## config.mk

```make
export PLATFORM = sky130hd
export DESIGN_NAME = bsram_ctrl
export DESIGN_NICKNAME = d
export VERILOG_FILES = /design/src/rtl/bsram_pkg.sv /design/src/rtl/bsram_cmd_dec.sv /design/src/rtl/bsram_burst_ctr.sv /design/src/rtl/bsram_array.sv /design/src/rtl/bsram_ctrl.sv
export SDC_FILE = /design/constraint.sdc
export NUM_CORES = 2
export LEC_CHECK = 0
export ABC_AREA = 1
export BUFFER_PORTS_ARGS = -buffer_cell sky130_fd_sc_hd__clkbuf_2
export CAP_MARGIN = 0
export CORE_MARGIN = 3
export CORE_UTILIZATION = 25
export CTS_BUF_LIST = sky130_fd_sc_hd__clkbuf_8
export CTS_CLUSTER_DIAMETER = 120
export DETAILED_ROUTE_END_ITERATION = 10
export PLACE_DENSITY = 0.46
export SETUP_SLACK_MARGIN = 0.02
export SLEW_MARGIN = 20
export SYNTH_ARGS = -nofsm -noshare
export SYNTH_HDL_FRONTEND = slang
export SYNTH_HIERARCHICAL = 1
export SYNTH_SLANG_ARGS = --single-unit
export TNS_END_PERCENT = 1
```

## constraint.sdc

```tcl
create_clock -name clk_i -period 3.68 [get_ports clk_i]
set_input_delay 0.368 -clock clk_i [delete_from_list [all_inputs] [get_ports clk_i]]
set_output_delay 0.368 -clock clk_i [all_outputs]
set_load 0.01 [all_outputs]
```

## src/rtl/bsram_pkg.sv

```systemverilog
package bsram_pkg;
  typedef enum logic [1:0] {
    ACT_HOLD  = 2'd0,
    ACT_LOAD  = 2'd1,
    ACT_DESEL = 2'd2
  } act_e;
endpackage

```

## src/rtl/bsram_cmd_dec.sv

```systemverilog
module bsram_cmd_dec
  import bsram_pkg::*;
#(
  parameter int LANES = 2
) (
  input  logic             clk_i,
  input  logic             rst_ni,
  input  logic             strb_cpu_ni,
  input  logic             strb_ctl_ni,
  input  logic             adv_ni,
  input  logic             ce_main_ni,
  input  logic             ce_lo_ni,
  input  logic             ce_hi_i,
  input  logic             gwr_ni,
  input  logic             bwr_ni,
  input  logic [LANES-1:0] lane_we_ni,
  input  logic             sel_i,
  output act_e             act_o,
  output logic             adv_o,
  output logic [LANES-1:0] we_o
);
  logic cpu_ok, ctl_ok, ce_all;
  logic [LANES-1:0] req_mask;

  assign cpu_ok = !strb_cpu_ni && !ce_main_ni;
  assign ctl_ok = !strb_ctl_ni;
  assign ce_all = !ce_main_ni && !ce_lo_ni && ce_hi_i;

  always_comb begin
    if (cpu_ok || ctl_ok) act_o = ce_all ? ACT_LOAD : ACT_DESEL;
    else                  act_o = ACT_HOLD;
  end

  // global write wins over lane selects
  assign req_mask = !gwr_ni ? {LANES{1'b1}} : (!bwr_ni ? ~lane_we_ni : '0);

  always_comb begin
    we_o = '0;
    if (!cpu_ok) begin
      if (act_o == ACT_LOAD || (act_o == ACT_HOLD && sel_i)) we_o = req_mask;
    end
  end

  assign adv_o = (act_o == ACT_HOLD) && sel_i && !adv_ni;


  cpu_read_chk: assert property (@(posedge clk_i) disable iff (!rst_ni)
    (!strb_cpu_ni && !ce_main_ni) |-> (we_o == '0));

  desel_nowr_chk: assert property (@(posedge clk_i) disable iff (!rst_ni)
    (strb_cpu_ni && strb_ctl_ni && !sel_i) |-> (we_o == '0 && !adv_o));
endmodule

```

## src/rtl/bsram_burst_ctr.sv

```systemverilog
module bsram_burst_ctr #(
  parameter int CW = 2
) (
  input  logic          clk_i,
  input  logic          rst_ni,
  input  logic          load_i,
  input  logic [CW-1:0] start_i,
  input  logic          adv_i,
  input  logic          interleave_i,
  output logic [CW-1:0] offs_o,
  output logic [CW-1:0] offs_nxt_o
);
  logic [CW-1:0] start_q, cnt_q, start_n, cnt_n;

  always_comb begin
    start_n = start_q;
    cnt_n   = cnt_q;
    if (load_i) begin
      start_n = start_i;
      cnt_n   = '0;
    end else if (adv_i) begin
      cnt_n = cnt_q + 1'b1;
    end
  end

  always_ff @(posedge clk_i or negedge rst_ni) begin
    if (!rst_ni) begin
      start_q <= '0;
      cnt_q   <= '0;
    end else begin
      start_q <= start_n;
      cnt_q   <= cnt_n;
    end
  end

  generate
    if (CW > 0) begin : g_order
      assign offs_nxt_o = interleave_i ? (start_n ^ cnt_n) : (start_n + cnt_n);
      assign offs_o     = interleave_i ? (start_q ^ cnt_q) : (start_q + cnt_q);
    end
  endgenerate


  adv_step_chk: assert property (@(posedge clk_i) disable iff (!rst_ni)
    (adv_i && !load_i) |=> (cnt_q == $past(cnt_q) + 1'b1));

  hold_chk: assert property (@(posedge clk_i) disable iff (!rst_ni)
    (!adv_i && !load_i) |=> ($stable(cnt_q) && $stable(start_q)));

  load_chk: assert property (@(posedge clk_i) disable iff (!rst_ni)
    load_i |=> (cnt_q == '0 && start_q == $past(start_i)));
endmodule

```

## src/rtl/bsram_array.sv

```systemverilog
module bsram_array #(
  parameter int AW     = 6,
  parameter int DATA_W = 18,
  parameter int LANES  = 2
) (
  input  logic              clk_i,
  input  logic              rst_ni,
  input  logic [LANES-1:0]  we_i,
  input  logic [AW-1:0]     waddr_i,
  input  logic [DATA_W-1:0] wdata_i,
  input  logic [AW-1:0]     raddr_i,
  output logic [DATA_W-1:0] rdata_o
);
  localparam int DEPTH  = 1 << AW;
  localparam int LANE_W = DATA_W / LANES;

  for (genvar l = 0; l < LANES; l++) begin : g_lane
    logic [LANE_W-1:0] mem_q [DEPTH];

    always_ff @(posedge clk_i or negedge rst_ni) begin
      if (!rst_ni) begin
        for (int i = 0; i < DEPTH; i++) mem_q[i] <= '0;
      end else if (we_i[l]) begin
        mem_q[waddr_i] <= wdata_i[l*LANE_W +: LANE_W];
      end
    end

    assign rdata_o[l*LANE_W +: LANE_W] = mem_q[raddr_i];


    lane_keep_chk: assert property (@(posedge clk_i) disable iff (!rst_ni)
      (!we_i[l] && raddr_i == waddr_i) |=>
        (rdata_o[l*LANE_W +: LANE_W] == $past(rdata_o[l*LANE_W +: LANE_W]) || raddr_i != $past(raddr_i)));
  end
endmodule

```

## src/rtl/bsram_ctrl.sv

```systemverilog
module bsram_ctrl
  import bsram_pkg::*;
#(
  parameter int ADDR_W  = 20,
  parameter int DATA_W  = 18,
  parameter int LANES   = 2,
  parameter int BURST_W = 2,
  parameter int ARR_AW  = 6
) (
  input  logic              clk_i,
  input  logic              rst_ni,
  input  logic [ADDR_W-1:0] addr_i,
  input  logic              strb_cpu_ni,
  input  logic              strb_ctl_ni,
  input  logic              adv_ni,
  input  logic              ce_main_ni,
  input  logic              ce_lo_ni,
  input  logic              ce_hi_i,
  input  logic              gwr_ni,
  input  logic              bwr_ni,
  input  logic [LANES-1:0]  lane_we_ni,
  input  logic              order_sel_i,
  input  logic              oe_ni,
  input  logic [DATA_W-1:0] wdata_i,
  output logic [DATA_W-1:0] rdata_o,
  output logic              rdata_oe_o
);
  localparam int HI_W = ADDR_W - BURST_W;

  act_e               act;
  logic               adv, sel_q, wr_q, load;
  logic [LANES-1:0]   arr_we;
  logic [HI_W-1:0]    addr_hi_q, addr_hi_n;
  logic [BURST_W-1:0] offs, offs_nxt;
  logic [ADDR_W-1:0]  cur_addr, eff_addr;
  logic [DATA_W-1:0]  arr_rd;

  bsram_cmd_dec #(.LANES(LANES)) u_dec (
    .clk_i, .rst_ni, .strb_cpu_ni, .strb_ctl_ni, .adv_ni, .ce_main_ni,
    .ce_lo_ni, .ce_hi_i, .gwr_ni, .bwr_ni, .lane_we_ni,
    .sel_i(sel_q), .act_o(act), .adv_o(adv), .we_o(arr_we)
  );

  assign load = (act == ACT_LOAD);

  bsram_burst_ctr #(.CW(BURST_W)) u_ctr (
    .clk_i, .rst_ni, .load_i(load), .start_i(addr_i[BURST_W-1:0]),
    .adv_i(adv), .interleave_i(order_sel_i),
    .offs_o(offs), .offs_nxt_o(offs_nxt)
  );

  assign addr_hi_n = load ? addr_i[ADDR_W-1:BURST_W] : addr_hi_q;
  assign eff_addr  = {addr_hi_n, offs_nxt};
  assign cur_addr  = {addr_hi_q, offs};

  always_ff @(posedge clk_i or negedge rst_ni) begin
    if (!rst_ni) begin
      addr_hi_q <= '0;
      sel_q     <= 1'b0;
      wr_q      <= 1'b0;
    end else begin
      addr_hi_q <= addr_hi_n;
      wr_q      <= |arr_we;
      if (load)                 sel_q <= 1'b1;
      else if (act == ACT_DESEL) sel_q <= 1'b0;
    end
  end

  bsram_array #(.AW(ARR_AW), .DATA_W(DATA_W), .LANES(LANES)) u_arr (
    .clk_i, .rst_ni, .we_i(arr_we), .waddr_i(eff_addr[ARR_AW-1:0]),
    .wdata_i, .raddr_i(cur_addr[ARR_AW-1:0]), .rdata_o(arr_rd)
  );

  // flow-through, async output enable
  assign rdata_oe_o = sel_q && !oe_ni && !wr_q;
  assign rdata_o    = rdata_oe_o ? arr_rd : '0;


  desel_off_chk: assert property (@(posedge clk_i) disable iff (!rst_ni)
    (!strb_ctl_ni && (ce_main_ni || ce_lo_ni || !ce_hi_i)) |=> !rdata_oe_o);

  wr_off_chk: assert property (@(posedge clk_i) disable iff (!rst_ni)
    (|arr_we) |=> !rdata_oe_o);

  cpu_block_chk: assert property (@(posedge clk_i) disable iff (!rst_ni)
    (!strb_cpu_ni && ce_main_ni && strb_ctl_ni) |=> $stable(sel_q) && $stable(addr_hi_q));

  cpu_load_rd_chk: assert property (@(posedge clk_i) disable iff (!rst_ni)
    (!strb_cpu_ni && !ce_main_ni && !ce_lo_ni && ce_hi_i && !oe_ni) |=> (rdata_oe_o || oe_ni));
endmodule

```

# Word-level counts from Yosys, hierarchy flattened
# Cells that the tools add are included.
# totals
register_bits	1162
input_bits	52
out_inout_bits	19
# op_classes
add_sub_neg	3
order_cmp	3
eq_ne	2
n_mux	25
bitwise_logic	5
reduce_logical	20
# ops
operator	count
bitwise mux 576 bit	2
binary-select mux 9 bit (select 6 bit)	2
demux 9 bit (select 6 bit)	1
two-way mux 9 bit	5
two-way mux 2 bit	11
two-way mux 18 bit	1
>= comparator 7 bit, second input constant	2
inverter 6 -> 7 bit	2
logical AND 1 bit	8
zero test 1 bit	7
< comparator 7 x 1 -> 1 bit, second input constant	1
adder 2 bit	2
two-way mux 4 bit	1
bitwise XOR 2 bit	2
adder 2 x 1 -> 2 bit, second input constant	1
equality test 2 x 1 -> 1 bit, second input constant	1
equality test 2 bit, second input constant	1
zero test 2 bit	1
logical OR 1 bit	2
two-way mux 1 bit	2
inverter 2 bit	1
nonzero test 2 bit	1
OR reduction 2 bit	1

# Depth between registers and ports, before layout
# depth
ltp_word	18
mapped_depth	26
depth_no_buf	25

# Hierarchy
# Netlist, hierarchy kept.
# by_module_without_submodules
mod	instances	cells_per_inst	area_per_inst_um2	seq_area_each_um2
bsram_array	1	6621	52133.8	28827.6
bsram_ctrl	1	65	432.9	150.1
bsram_burst_ctr	1	36	267.8	100.1
bsram_cmd_dec	1	19	87.6	0.0

# Worst setup path after synthesis
# No wires, ideal clock.
# synth_timing
path_kind	in2reg
start	input port ce_main_ni
end	register u_arr/g_lane[0].mem_q[196] in the netlist's numbering
setup_ns	0.133
arrival_time_ns	2.931
required_time_ns	3.547
slack_ns	0.616
cell_stages	25
path_cell_list	o21ai_1 > nand2_1 > inv_1 > inv_1 > ha_1 > inv_2 > o21ai_0 > a21oi_1 > ha_1 > inv_1 > nor2_1 > inv_1 > nand2_2 > nand2_1 > nand2_1 > nand2_1 > inv_1 > inv_2 > nor3_2 > inv_2 > nor2_1 > nand2_1 > clkbuf_1 > nand2_1 > o21ai_0
# synth_lines
item	line_no	source
start: declaration	bsram_ctrl.sv:16	input logic ce_main_ni,
zero test 1 bit *	bsram_cmd_dec.sv:25, bsram_cmd_dec.sv:27	
logical AND 1 bit (2 in a row)	bsram_cmd_dec.sv:27	assign ce_all = !ce_main_ni && !ce_lo_ni && ce_hi_i;
two-way mux 2 bit	bsram_cmd_dec.sv:30	if (cpu_ok || ctl_ok) act_o = ce_all ? ACT_LOAD : ACT_DESEL;
two-way mux 2 bit *	bsram_cmd_dec.sv:30	
via act[1]	bsram_ctrl.sv:30	act_e act;
equality test 2 x 1 -> 1 bit *	bsram_ctrl.sv:44	assign load = (act == ACT_LOAD);
via load	bsram_ctrl.sv:31	logic adv, sel_q, wr_q, load;
two-way mux 2 bit *	bsram_burst_ctr.sv:18	if (load_i) begin
via u_ctr.cnt_n[0]	bsram_burst_ctr.sv:13	logic [CW-1:0] start_q, cnt_q, start_n, cnt_n;
[... 1 more ...]	n/a	
two-way mux 2 bit *	bsram_burst_ctr.sv:38	assign offs_nxt_o = interleave_i ? (start_n ^ cnt_n) : (start_n + cnt_n);
via offs_nxt[1]	bsram_ctrl.sv:34	logic [BURST_W-1:0] offs, offs_nxt;
inverter 6 -> 7 bit (not written as such) *	bsram_array.sv:24	mem_q[waddr_i] <= wdata_i[l*LANE_W +: LANE_W];
>= comparator 7 bit (not written as such) / < comparator 7 x 1 -> 1 bit (equally long branches)	bsram_array.sv:24	
logical AND 1 bit (not written as such)	bsram_array.sv:24	
two-way mux 9 bit (not written as such)	bsram_array.sv:24	
demux 9 bit (select 6 bit) *	bsram_array.sv:24	
bitwise mux 576 bit *	bsram_array.sv:24	
end signal: indexed assignment	bsram_array.sv:24	
end: declaration	bsram_array.sv:18	logic [LANE_W-1:0] mem_q [DEPTH];
# Mark *: on every way through the listed nets, which the timed path passes. The rest lies on a longest branch.
# A chain may end at the register's enable or synchronous reset.

# Final worst setup path
# layout_timing
start	register u_ctr.cnt_q[0]
end	output port rdata_o[8]
# layout_between
elab_chain_cells	7
# layout_rtl
item	line_no	source
start: declaration	bsram_burst_ctr.sv:13	
start signal: assignment	bsram_burst_ctr.sv:32	cnt_q <= cnt_n;
adder 2 bit	bsram_burst_ctr.sv:39	assign offs_o = interleave_i ? (start_q ^ cnt_q) : (start_q + cnt_q);
two-way mux 2 bit	bsram_burst_ctr.sv:39	
via offs[1]	bsram_ctrl.sv:34	
inverter 6 -> 7 bit (not written as such)	bsram_array.sv:28	assign rdata_o[l*LANE_W +: LANE_W] = mem_q[raddr_i];
binary-select mux 9 bit (select 6 bit)	bsram_array.sv:28	
two-way mux 9 bit (not written as such) (2 in a row)	bsram_array.sv:28	
via arr_rd[8]	bsram_ctrl.sv:36	logic [DATA_W-1:0] arr_rd;
two-way mux 18 bit	bsram_ctrl.sv:76	assign rdata_o = rdata_oe_o ? arr_rd : '0;
end: declaration	bsram_ctrl.sv:25	output logic [DATA_W-1:0] rdata_o,
# The timed path passes the listed nets, and every way through them passes these cells. The select of a mux whose other input is x is not followed.

==> PnR_summary.wiki <==
{| class="wikitable"
! Metric !! Value
|-
| Run status || finished, violations left
|-
| Failing checks || setup timing
|-
| Delay of the slowest cell on the worst path || 0.42 ns
|-
| Global route overflow || 0
|-
| Required time at the worst-slack endpoint || 3.31 ns
|-
| Antenna-violating nets left || 0
|-
| Std cell rows || 168
|-
| Pwr Total || 45.5 mW
|-
| Capture instance of the worst register-to-register path || u_arr/g_lane[1].mem_q[15]
|-
| Number of global-route vias before repair || 46000
|-
| Syn_area_per_cell || 7.85 sq um
|-
| Final #Nets || 6980
|-
| Pin count of the biggest net entering global routing || 104
|-
| CTS tree || yes
|-
| Number of buffers on the longest clock path || 3
|-
| Share of the core filled with cells in the final layout || 31.9%
|-
| Worst setup slack after layout || -0.349 ns
|-
| Setup repair after global routing missed its margin || true
|-
| Overall Global Routing Usage || 17.7%
|-
| Die outline height || 466 um
|-
| DRC errors left || 0
|-
| Detailed-router iteration count before antenna repair || 5
|-
| Via density per instance || 4.75
|-
| Routed wire length || 195000 um
|-
| Layout-stage area growth over the synthesis result || 26.5%
|-
| Maximum vdd ir drop || 352 uV
|-
| Arrival time of the worst setup path || 3.66 ns
|-
| EDFF count, synth || 0
|-
| Number of antenna violations at the first check in global routing || 2
|-
| Final GP Congestion || 0.876
|-
| Worst-Margin Slew || 1.11 ns
|-
| Die Span X || 466 um
|-
| Number of clock buffers inserted by TritonCTS || 204
|-
| Post-detail-place hpwl || 117000 um
|-
| Number of maximum-capacitance constraint violations || 0
|-
| Number of cells produced by synthesis || 6741
|-
| Violation count after the first detailed-route iteration || 4022
|-
| Clock slew seen by the registers of the worst setup and hold paths || 0.07 ns
|-
| Power density of the placed cells || 679 nW/um^2
|-
| Buffers and inverters on the worst path || 6
|-
| Launch instance of the worst register-to-register path || sel_q
|-
| Number of setup violations in the final report || 24
|-
| Synthesized Nets || 6796
|-
| Critical path, cell by cell || ha_4, inv_2, nor2_4, xor2_2, bufinv_16, inv_16, bufbuf_16, nand3_1, nand3_1, nand2_1, nand2_1, nand3_1, nand3_2, nand2_4, inv_4, nor2_4, buf_6
|-
| Crit Path Class || register to output port
|-
| Yosys synthesis warning count || 6
|-
| CTS HTree Levels || 4
|-
| Share of layout cells above drive strength 1 || 15.5%
|-
| Worst setup slack after placement || 0.114 ns
|-
| Hold violation total from the final report || 0
|-
| Leakage power || 30.0 nW
|-
| Tcrit/Tclk final || 109%
|-
| Synthesized flop and latch total || 1162
|-
| Clock latency of the later-clocked register in the worst-skew pair || 0.96 ns
|-
| Footprint of the flip-flops and latches || 29100 sq um
|-
| Number of fillers in the final layout || 22209
|-
| Crit. End Element || output port
|-
| Relative max-transition margin || 26.3%
|-
| Post-synth ARST share || 100%
|-
| Area occupied by multi-input gates || 23200 sq um
|-
| Startpoint class of the critical path || register
|-
| Reg-to-reg setup timing slack || 0.30 ns
|-
| Vias post-DR || 46962
|-
| Number of buffers inserted by port buffering || 56
|-
| Commonest register cell after synthesis || sky130_fd_sc_hd__dfrtp_1
|-
| I/O pin count || 71
|-
| Count of different cell masters after synthesis || 27
|-
| Final Slew Violations || 0
|-
| Wirelength per Cell || 19.7 um
|-
| Setup total negative slack || -5.71 ns
|-
| Min Clock Period, post-route || 4.03 ns
|-
| Crit path max-delay cell type || sky130_fd_sc_hd__dfrtp_2
|-
| Die Outline Area || 217000 sq um
|-
| Cell area after synthesis || 52900 sq um
|-
| FF-to-FF path depth || 21
|-
| Highest-count cells in the layout ignoring fill and taps || 2661 x sky130_fd_sc_hd__nand2_1, 1159 x sky130_fd_sc_hd__dfrtp_1, 1087 x sky130_fd_sc_hd__o21ai_0
|-
| Cell at the root of the clock tree || sky130_fd_sc_hd__clkbuf_8
|-
| Global-route wire length before repair || 298000 um
|-
| Most common cell after layout, fill and taps aside || sky130_fd_sc_hd__nand2_1
|-
| Final hold slack || 0.0506 ns
|-
| Portion of the post-synthesis area used by sequential elements || 54.9%
|-
| Placeable core region || 210000 sq um
|-
| Kind of path behind the tightest hold check || primary input to asynchronous set/reset pin
|-
| Clock Sink Count || 1162
|-
| Setup clock skew after layout || 0.0420 ns
|-
| Crit Path Max Fanout || 28
|-
| Top achievable clock speed || 248 MHz
|-
| Initial cell density of the core || 25.2%
|-
| Cell family with most CP delay || buffers and inverters
|-
| Most common cell on crit path || sky130_fd_sc_hd__nand3_1
|}
-- worst max-delay path by stage --
| stage | start | endpoint | slack [ns] | cells past startpoint |
|---|---|---|---|---|
| after floorplan | ce_main_ni | u_arr/g_lane[0].mem_q[196] | 0.62 | 25 |
| after global placement | ce_main_ni | u_arr/g_lane[1].mem_q[16] | -0.05 | 26 |
| after detailed placement | u_ctr/cnt_q[0] | rdata_o[0] | 0.11 | 18 |
| after CTS | u_ctr/cnt_q[0] | rdata_o[5] | -0.47 | 17 |
| after global routing | u_ctr/start_q[0] | rdata_o[14] | -0.50 | 18 |
| final | u_ctr/cnt_q[0] | rdata_o[8] | -0.35 | 17 |
-- kinds of logic (layout without fill, tap and decap cells) --
kind of cell	Yosys count	count (layout)	synth area share (%)
buf+inv	577	918	4.13
fa+ha+maj	3	3	0.0709
xor+xnor	2	2	0.0331
other cells	0	1	0
flops	1162	1162	54.9
compound gates	1159	1159	11.0
simple gates	3838	3838	29.9
-- cells in the mapped netlist (9+ instances only) --
| library cell | instances | area share, % |
|---|---|---|
| sky130_fd_sc_hd__o21ai_1 | 70 | 0.66 |
| sky130_fd_sc_hd__buf_1 | 46 | 0.33 |
| sky130_fd_sc_hd__dfrtp_1 | 1162 | 55 |
| sky130_fd_sc_hd__nor2_1 | 64 | 0.45 |
| sky130_fd_sc_hd__clkinv_1 | 20 | 0.14 |
| sky130_fd_sc_hd__nand2_1 | 2738 | 19 |
| sky130_fd_sc_hd__clkbuf_1 | 443 | 3.1 |
| sky130_fd_sc_hd__nor3_2 | 9 | 0.17 |
| sky130_fd_sc_hd__inv_1 | 37 | 0.26 |
| sky130_fd_sc_hd__inv_2 | 21 | 0.15 |
| sky130_fd_sc_hd__buf_2 | 9 | 0.085 |
| sky130_fd_sc_hd__nand3_1 | 1007 | 9.5 |
| sky130_fd_sc_hd__o21ai_0 | 1087 | 10 |
-- sequential cells by signal (all words and copies together), names as in the netlist --
signal and flops:
u_arr/g_lane.mem_q 1152, addr_hi_q 4, u_ctr/start_q 2, sel_q 1, u_ctr/cnt_q 2, wr_q 1
-- area by class of cell --
cell class | count | share of cell area (%)
sequential | 1162 | 43.4
clock buffer | 262 | 5.39
clock inverter | 101 | 0.878
tap | 2805 | 5.24
timing repair buffer | 475 | 9.88
antenna | 1 | 0.00374
multi-input combinational | 5002 | 34.6
timing repair inverter | 2 | 0.0262
inverter | 78 | 0.542
-- repair_timing --
item,in CTS,in global routing
cloned,25,10
endpoints found under the setup margin,18,1039
hold buffers,26,0
gates resized for setup,273,146
setup buffers,31,19
pin swaps,82,93
endpoints found under the hold margin,1022,0
-- metrics by stage --
stage	cells	instance area [sq um]
after floorplan	6741	52900
after global placement	9413	59200
after detailed placement	9413	59200
after CTS	9858	65900
after global routing	9888	67000
final	9888	67000
-- where the power goes --
group	internal, mW	switching (mW)	leakage [nW]
clock network	6.54	5.66	2.43
registers	14.6	1.03	16.0
logic	6.57	11.1	11.6
total	27.7	17.8	30.0
-- metal layers --
metal,track usage [%],wire [um]
met3,2.32,8240
met4,5.68,6060
met1,24.3,89500
met2,28.9,90900
met5,0,0
(Power assumes the default switching activity.)
